$ cat src/rtl/pgwalk_pkg.sv
package pgwalk_pkg;
    localparam int unsigned VA_W      = 32;
    localparam int unsigned L1_IDX_W  = 12;
    localparam int unsigned L2_IDX_W  = 8;
    localparam int unsigned ENT_LG    = 2;
    localparam int unsigned DOM_W     = 4;
    localparam int unsigned DOM_LSB   = 4;
    localparam int unsigned PTE_V_BIT = 1;
    localparam int unsigned N_LVL     = 2;

    localparam int unsigned OFS_W     = VA_W - L1_IDX_W - L2_IDX_W;
    localparam int unsigned BASE_LG   = L1_IDX_W + ENT_LG;
    localparam int unsigned PT_LG     = L2_IDX_W + ENT_LG;
    localparam int unsigned BASE_HI_W = VA_W - BASE_LG;
    localparam int unsigned PT_HI_W   = VA_W - PT_LG;
    localparam int unsigned PG_W      = VA_W - OFS_W;

    localparam logic [1:0] DTE_CODE_OK = 2'b01;

    typedef enum logic [2:0] {
        ST_IDLE,
        ST_FETCH1,
        ST_WAIT1,
        ST_FETCH2,
        ST_WAIT2,
        ST_REPLY
    } walk_st_t;
endpackage

$ cat src/rtl/pgwalk_fsm.sv
module pgwalk_fsm
    import pgwalk_pkg::*;
(
    input  logic             clk,
    input  logic             rst_n,
    input  logic             req_valid,
    input  logic             mem_rd_ready,
    input  logic             mem_rsp_valid,
    input  logic             dte_ok,
    input  logic             pte_ok,
    input  logic             rsp_ready,
    output walk_st_t         state,
    output logic             req_ready,
    output logic             mem_rd_valid,
    output logic             rsp_valid,
    output logic             ld_va,
    output logic             ld_dte,
    output logic             ld_pte,
    output logic [N_LVL-1:0] flt_evt
);
    walk_st_t nxt;

    // state register
    always_ff @(posedge clk or negedge rst_n) begin
        if (!rst_n) state <= ST_IDLE;
        else        state <= nxt;
    end

    // transitions
    always_comb begin
        nxt = state;
        unique case (state)
            ST_IDLE:   if (req_valid)     nxt = ST_FETCH1;
            ST_FETCH1: if (mem_rd_ready)  nxt = ST_WAIT1;
            ST_WAIT1:  if (mem_rsp_valid) nxt = dte_ok ? ST_FETCH2 : ST_REPLY;
            ST_FETCH2: if (mem_rd_ready)  nxt = ST_WAIT2;
            ST_WAIT2:  if (mem_rsp_valid) nxt = ST_REPLY;
            ST_REPLY:  if (rsp_ready)     nxt = ST_IDLE;
            default:                      nxt = ST_IDLE;
        endcase
    end

    // outputs
    always_comb begin
        req_ready    = 1'b0;
        mem_rd_valid = 1'b0;
        rsp_valid    = 1'b0;
        ld_va        = 1'b0;
        ld_dte       = 1'b0;
        ld_pte       = 1'b0;
        flt_evt      = '0;
        unique case (state)
            ST_IDLE: begin
                req_ready = 1'b1;
                ld_va     = req_valid;
            end
            ST_FETCH1, ST_FETCH2: mem_rd_valid = 1'b1;
            ST_WAIT1: begin
                ld_dte     = mem_rsp_valid;
                flt_evt[0] = mem_rsp_valid && !dte_ok;
            end
            ST_WAIT2: begin
                ld_pte     = mem_rsp_valid;
                flt_evt[1] = mem_rsp_valid && !pte_ok;
            end
            ST_REPLY: rsp_valid = 1'b1;
            default: ;
        endcase
    end
endmodule

$ cat src/rtl/pgwalk_dpath.sv
module pgwalk_dpath
    import pgwalk_pkg::*;
(
    input  logic             clk,
    input  logic             rst_n,
    input  logic             base_we,
    input  logic [VA_W-1:0]  base_wdata,
    input  logic [VA_W-1:0]  req_iova,
    input  logic             ld_va,
    input  logic             ld_dte,
    input  logic             ld_pte,
    input  walk_st_t         state,
    input  logic [VA_W-1:0]  mem_rsp_data,
    output logic [VA_W-1:0]  mem_rd_addr,
    output logic             dte_ok,
    output logic             pte_ok,
    output logic [VA_W-1:0]  va_q,
    output logic [VA_W-1:0]  rsp_paddr,
    output logic [DOM_W-1:0] rsp_domain,
    output logic             rsp_err,
    output logic             rsp_err_lvl2
);
    logic [BASE_HI_W-1:0] base_hi;
    logic [PT_HI_W-1:0]   pt_hi;
    logic                 unused_bits;

    assign unused_bits = ^{base_wdata[BASE_LG-1:0],
                           mem_rsp_data[PT_LG-1:DOM_LSB+DOM_W],
                           mem_rsp_data[DOM_LSB-1:PTE_V_BIT+1]};

    assign dte_ok = (mem_rsp_data[1:0] == DTE_CODE_OK);
    assign pte_ok = mem_rsp_data[PTE_V_BIT];

    always_ff @(posedge clk or negedge rst_n) begin
        if (!rst_n) begin
            base_hi      <= '0;
            va_q         <= '0;
            pt_hi        <= '0;
            rsp_paddr    <= '0;
            rsp_domain   <= '0;
            rsp_err      <= 1'b0;
            rsp_err_lvl2 <= 1'b0;
        end else begin
            if (base_we) base_hi <= base_wdata[VA_W-1:BASE_LG];
            if (ld_va)   va_q    <= req_iova;
            if (ld_dte) begin
                pt_hi <= mem_rsp_data[VA_W-1:PT_LG];
                if (!dte_ok) begin
                    rsp_paddr    <= '0;
                    rsp_domain   <= '0;
                    rsp_err      <= 1'b1;
                    rsp_err_lvl2 <= 1'b0;
                end
            end
            if (ld_pte) begin
                if (pte_ok) begin
                    rsp_paddr    <= {mem_rsp_data[VA_W-1:OFS_W], va_q[OFS_W-1:0]};
                    rsp_domain   <= mem_rsp_data[DOM_LSB +: DOM_W];
                    rsp_err      <= 1'b0;
                    rsp_err_lvl2 <= 1'b0;
                end else begin
                    rsp_paddr    <= '0;
                    rsp_domain   <= '0;
                    rsp_err      <= 1'b1;
                    rsp_err_lvl2 <= 1'b1;
                end
            end
        end
    end

    always_comb begin
        unique case (state)
            ST_FETCH1: mem_rd_addr = {base_hi, va_q[VA_W-1 -: L1_IDX_W], {ENT_LG{1'b0}}};
            ST_FETCH2: mem_rd_addr = {pt_hi, va_q[OFS_W +: L2_IDX_W], {ENT_LG{1'b0}}};
            default:   mem_rd_addr = '0;
        endcase
    end
endmodule

$ cat src/rtl/pgwalk_fault.sv
module pgwalk_fault
    import pgwalk_pkg::*;
(
    input  logic                       clk,
    input  logic                       rst_n,
    input  logic [N_LVL-1:0]           evt,
    input  logic [N_LVL-1:0]           clr,
    input  logic [VA_W-1:0]            va,
    output logic [N_LVL-1:0]           stat,
    output logic [N_LVL-1:0][VA_W-1:0] addr
);
    for (genvar g = 0; g < N_LVL; g++) begin : g_lvl
        always_ff @(posedge clk or negedge rst_n) begin
            if (!rst_n) begin
                stat[g] <= 1'b0;
                addr[g] <= '0;
            end else if (evt[g]) begin
                stat[g] <= 1'b1;
                addr[g] <= va;
            end else if (clr[g]) begin
                stat[g] <= 1'b0;
            end
        end
    end
endmodule

$ cat src/rtl/pgwalk_top.sv
module pgwalk_top
    import pgwalk_pkg::*;
(
    input  logic             clk,
    input  logic             rst_n,
    input  logic             tbase_we,
    input  logic [31:0]      tbase_wdata,
    input  logic             req_valid,
    output logic             req_ready,
    input  logic [31:0]      req_iova,
    output logic             rsp_valid,
    input  logic             rsp_ready,
    output logic [31:0]      rsp_paddr,
    output logic [3:0]       rsp_domain,
    output logic             rsp_err,
    output logic             rsp_err_lvl2,
    output logic             mem_rd_valid,
    input  logic             mem_rd_ready,
    output logic [31:0]      mem_rd_addr,
    input  logic             mem_rsp_valid,
    input  logic [31:0]      mem_rsp_data,
    output logic [1:0]       flt_status,
    input  logic [1:0]       flt_clr,
    output logic [31:0]      flt_addr_l1,
    output logic [31:0]      flt_addr_l2
);
    walk_st_t                 state;
    logic                     ld_va, ld_dte, ld_pte, dte_ok, pte_ok;
    logic [N_LVL-1:0]         flt_evt;
    logic [VA_W-1:0]          va_q;
    logic [N_LVL-1:0][VA_W-1:0] flt_addr;

    pgwalk_fsm u_fsm (
        .clk(clk), .rst_n(rst_n), .req_valid(req_valid),
        .mem_rd_ready(mem_rd_ready), .mem_rsp_valid(mem_rsp_valid),
        .dte_ok(dte_ok), .pte_ok(pte_ok), .rsp_ready(rsp_ready),
        .state(state), .req_ready(req_ready), .mem_rd_valid(mem_rd_valid),
        .rsp_valid(rsp_valid), .ld_va(ld_va), .ld_dte(ld_dte),
        .ld_pte(ld_pte), .flt_evt(flt_evt)
    );

    pgwalk_dpath u_dpath (
        .clk(clk), .rst_n(rst_n), .base_we(tbase_we), .base_wdata(tbase_wdata),
        .req_iova(req_iova), .ld_va(ld_va), .ld_dte(ld_dte), .ld_pte(ld_pte),
        .state(state), .mem_rsp_data(mem_rsp_data), .mem_rd_addr(mem_rd_addr),
        .dte_ok(dte_ok), .pte_ok(pte_ok), .va_q(va_q), .rsp_paddr(rsp_paddr),
        .rsp_domain(rsp_domain), .rsp_err(rsp_err), .rsp_err_lvl2(rsp_err_lvl2)
    );

    pgwalk_fault u_fault (
        .clk(clk), .rst_n(rst_n), .evt(flt_evt), .clr(flt_clr), .va(va_q),
        .stat(flt_status), .addr(flt_addr)
    );

    assign flt_addr_l1 = flt_addr[0];
    assign flt_addr_l2 = flt_addr[1];
endmodule

$ cat config.mk
export PLATFORM = sky130hd
export DESIGN_NAME = pgwalk_top
export DESIGN_NICKNAME = d
export VERILOG_FILES = /design/src/rtl/pgwalk_pkg.sv /design/src/rtl/pgwalk_fsm.sv /design/src/rtl/pgwalk_dpath.sv /design/src/rtl/pgwalk_fault.sv /design/src/rtl/pgwalk_top.sv
export SDC_FILE = /design/constraint.sdc
export NUM_CORES = 1
export LEC_CHECK = 0
export BUFFER_PORTS_ARGS = -buffer_cell sky130_fd_sc_hd__buf_2
export CAP_MARGIN = 20
export CORE_UTILIZATION = 46
export DETAILED_ROUTE_END_ITERATION = 10
export GPL_ROUTABILITY_DRIVEN = 1
export HOLD_SLACK_MARGIN = 0.15
export PLACE_DENSITY = 0.8
export SETUP_SLACK_MARGIN = 0.4
export SYNTH_ARGS = -nofsm -noshare
export SYNTH_HDL_FRONTEND = slang
export SYNTH_HIERARCHICAL = 1
export SYNTH_SLANG_ARGS = --single-unit
$ cat constraint.sdc
create_clock -name clk -period 2.2 [get_ports clk]
set_clock_uncertainty 0.2 [all_clocks]
set_input_delay 0.44 -clock clk [delete_from_list [all_inputs] [get_ports clk]]
set_output_delay 0.44 -clock clk [all_outputs]
set_load 0.02 [all_outputs]
==> impl_metrics.tcl <==
set metrics [dict create \
    max_slew_margin_pct 62.5 \
    place_worst_setup_slack_ns -0.00977 \
    rsz0062_at_grt "true" \
    yosys_warnings 6 \
    regArea_um2 4480 \
    hold_depth 3 \
    min_from "rsp_ready" \
    period_needed_ns 2.24 \
    grt_pass1_vias 6237 \
    antenna_found_initial 1 \
    synthFlopType "dfrtp_1" \
    drv_cap 0 \
    drive_above_1_share_pct 57.2 \
    syn_inst 491 \
    cts.sinks 179 \
    placed_cells 916 \
    setup_tns_ns -0.133 \
    portBuffers 223 \
    r2r_start "u_fsm/state[1]" \
    dr_wl_met3_um 1680 \
    multi_input_area_um2 3070 \
    power.leakage_nw 5.72 \
    numCtsBuffers 17 \
    root_buffer "clkbuf_16" \
    synthMuxAreaShare_pct 27.3 \
    crit_path_end_kind "output port" \
    area_delta_synth_final_pct 52.1 \
    p_per_area_nw_per_um2 1410 \
    hold_path.class "input pin to flop" \
    synth-adder-area-share_pct 0 \
    nets 961 \
    grt_overflow 0 \
    row_count 46 \
    reg2regPathDepth 8 \
    cp_max_fo 6 \
    synth_area_um2 7620 \
    dr.pass1.iters 5 \
    fin_ws_ns -0.0354 \
    min_to "u_fsm/state[2]" \
    grt_first_pass_wirelength_um 36000 \
    status "complete, but fails checks" \
    hold_ws_ns 0.185 \
    fill_cells 1020 \
    dpl.hpwl_um 12900 \
    die_area_um2 17100 \
    arrival_ns 1.60 \
    gp_congestion 0.781 \
    final_area_um2 11600 \
    cp.required_ns 1.56 \
    wl_per_cell_um 22.6 \
    r2r-end "u_fault/addr[54]" \
    synth_top_family_by_area "multiplexers" \
    drtIter0Drc 260 \
    grt_use_total_pct 29.2 \
    final_cells 1086 \
    timing.final.max_slew_violations 0 \
    clk_latency_ns 0.43 \
    grt_max_degree 58 \
    yosys.area_share.simple_pct 3.12 \
    finalPower_mw 16.3 \
    core-area_um2 16000 \
    vias 5707 \
    synth.distinct_cells 37 \
    fin_util_pct 72.4 \
    synth-edff-count 0 \
    ir_worst_vdd_v 0.000799 \
    antenna_left 0 \
    syn_area_per_cell_um2 15.5 \
    fmax_ghz 0.447 \
    wl_met1_um 9420 \
    tightest_slew_ns 0.562 \
    dr_wl_met2_um 12700 \
    synth_top_cell_by_area "dfrtp_1" \
    async_flop_share_pct 100 \
    cts_tree "done" \
    htreeDepth 4 \
    initial_utilization_pct 47.6 \
    synth-xor-area-share_pct 0 \
    start_kind "flop" \
    critical_path_class "flop to output port" \
    synth_compound_area_share_pct 5.90 \
    synth_seq_area_share_pct 58.8 \
    ios 244 \
    dieHeight_um 131 \
    fp.dieW_um 131 \
    via_per_inst 5.26 \
    synthTopCellsByArea "dfrtp_1 (59%), mux2_4 (12%), mux2_2 (11%)" \
    finalHoldViolCount 0 \
    ys_ff_latch 179 \
    path_clk_slew_ns 0.06 \
    drc 0 \
    placed_cell_area_um2 9040 \
    clk_path_buf_depth 2 \
    top_layer "met4" \
    wl_um 24600 \
    violations "negative setup slack" \
    yosys.area.top_type_share_pct 58.8 \
    setup_viol 9 \
    fin_crit_sh_pct 102 \
    r2r_slack_ns 0.09 \
]
-- report_power, final --
part	switching [mW]	internal, mW
Sequential	1.05	4.63
Clock	1.36	1.92
Combinational	3.55	3.84
Total	5.96	10.4
-- kinds of logic (layout without fill, tap and decap cells) --
family / after synthesis / in the layout
AOI/OAI and AO/OA: 51 / 52
buffers and inverters: 42 / 414
and+or+nand+nor: 50 / 54
muxes: 168 / 168
DFF: 179 / 179
other: 1 / 3
-- how the worst max path moves through the flow --
stage / startpoint / endpoint / slack, ns / depth (start not counted)
6_report: u_fsm/state[1] / mem_rd_addr[12] / -0.04 / 5
5_1_grt: u_fsm/state[1] / mem_rd_addr[24] / -0.11 / 5
4_1_cts: u_fsm/state[1] / mem_rd_addr[3] / -0.04 / 5
3_5_place_dp: mem_rsp_valid / u_dpath/rsp_paddr[2] / -0.01 / 4
3_3_place_gp: mem_rsp_valid / u_dpath/rsp_paddr[0] / 0.02 / 4
2_1_floorplan: u_fsm/state[0] / u_dpath/va_q[0] / 0.26 / 6
-- registers in the layout, indices dropped and copies added, names as in the netlist --
register	flops
u_fsm/state	3
u_fault/addr	64
u_dpath/base_hi	18
u_dpath/rsp_domain	4
u_dpath/rsp_paddr	32
u_fault/stat	2
u_dpath/va_q	32
u_dpath/rsp_err_lvl2	1
u_dpath/rsp_err	1
u_dpath/pt_hi	22
-- cells in the mapped netlist, types with 3 or more instances --
master,n
nor2_1,33
nor3_1,3
dfrtp_1,179
buf_12,6
mux2_2,77
buf_2,8
clkbuf_1,6
inv_1,5
buf_4,7
a21oi_1,4
a22o_1,35
buf_6,7
mux2i_1,30
mux2_4,60
-- final cells by class --
type                    instances  share of cell area, %
clock buffers                  17                   3.67
flip-flops and latches        179                   38.7
multi-input cells             276                   26.5
clock inverters                15                   1.74
inverters                       5                  0.162
repair buffers                377                   26.9
well taps                     216                   2.33
diodes                          1                 0.0216
-- worst max-delay path, stage by stage (launching register included) --
cell     delay, ns
dfrtp_2       0.45
buf_6         0.14
buf_8         0.13
mux2i_1       0.12
nor2_1        0.16
buf_4         0.18
-- cells in the final DEF (no fill, tap or decap), types with 3 or more instances in the layout --
master         instances
and2_4                 7
a21oi_1                4
buf_16                 6
bufbuf_16              3
buf_4                 39
dfrtp_1              177
buf_6                 22
bufinv_16              4
nor2_2                 3
clkinv_2               4
mux2i_1               28
inv_1                  5
a22o_1                35
clkbuf_16             19
buf_2                200
buf_12                19
inv_6                  3
mux2_4                93
dlygate4sd3_1         81
buf_8                  5
nor2_1                29
mux2_2                45
-- layer usage --
metal  up-vias  global-route usage [%]
met3        51                    7.08
met5         -                       0
met2       260                    50.7
met4         0                    13.0
met1      2911                    34.3
li1       2485                       -
-- what timing repair did --
action	in CTS	in global routing
endpoints found under the setup margin	180	192
hold endpoints to repair	151	0
buffers inserted	32	6
gates resized for setup	82	19
pin swaps	14	23
hold buffers	81	0
gates cloned	17	1
No activity file was read; power rests on OpenSTA's default activity.
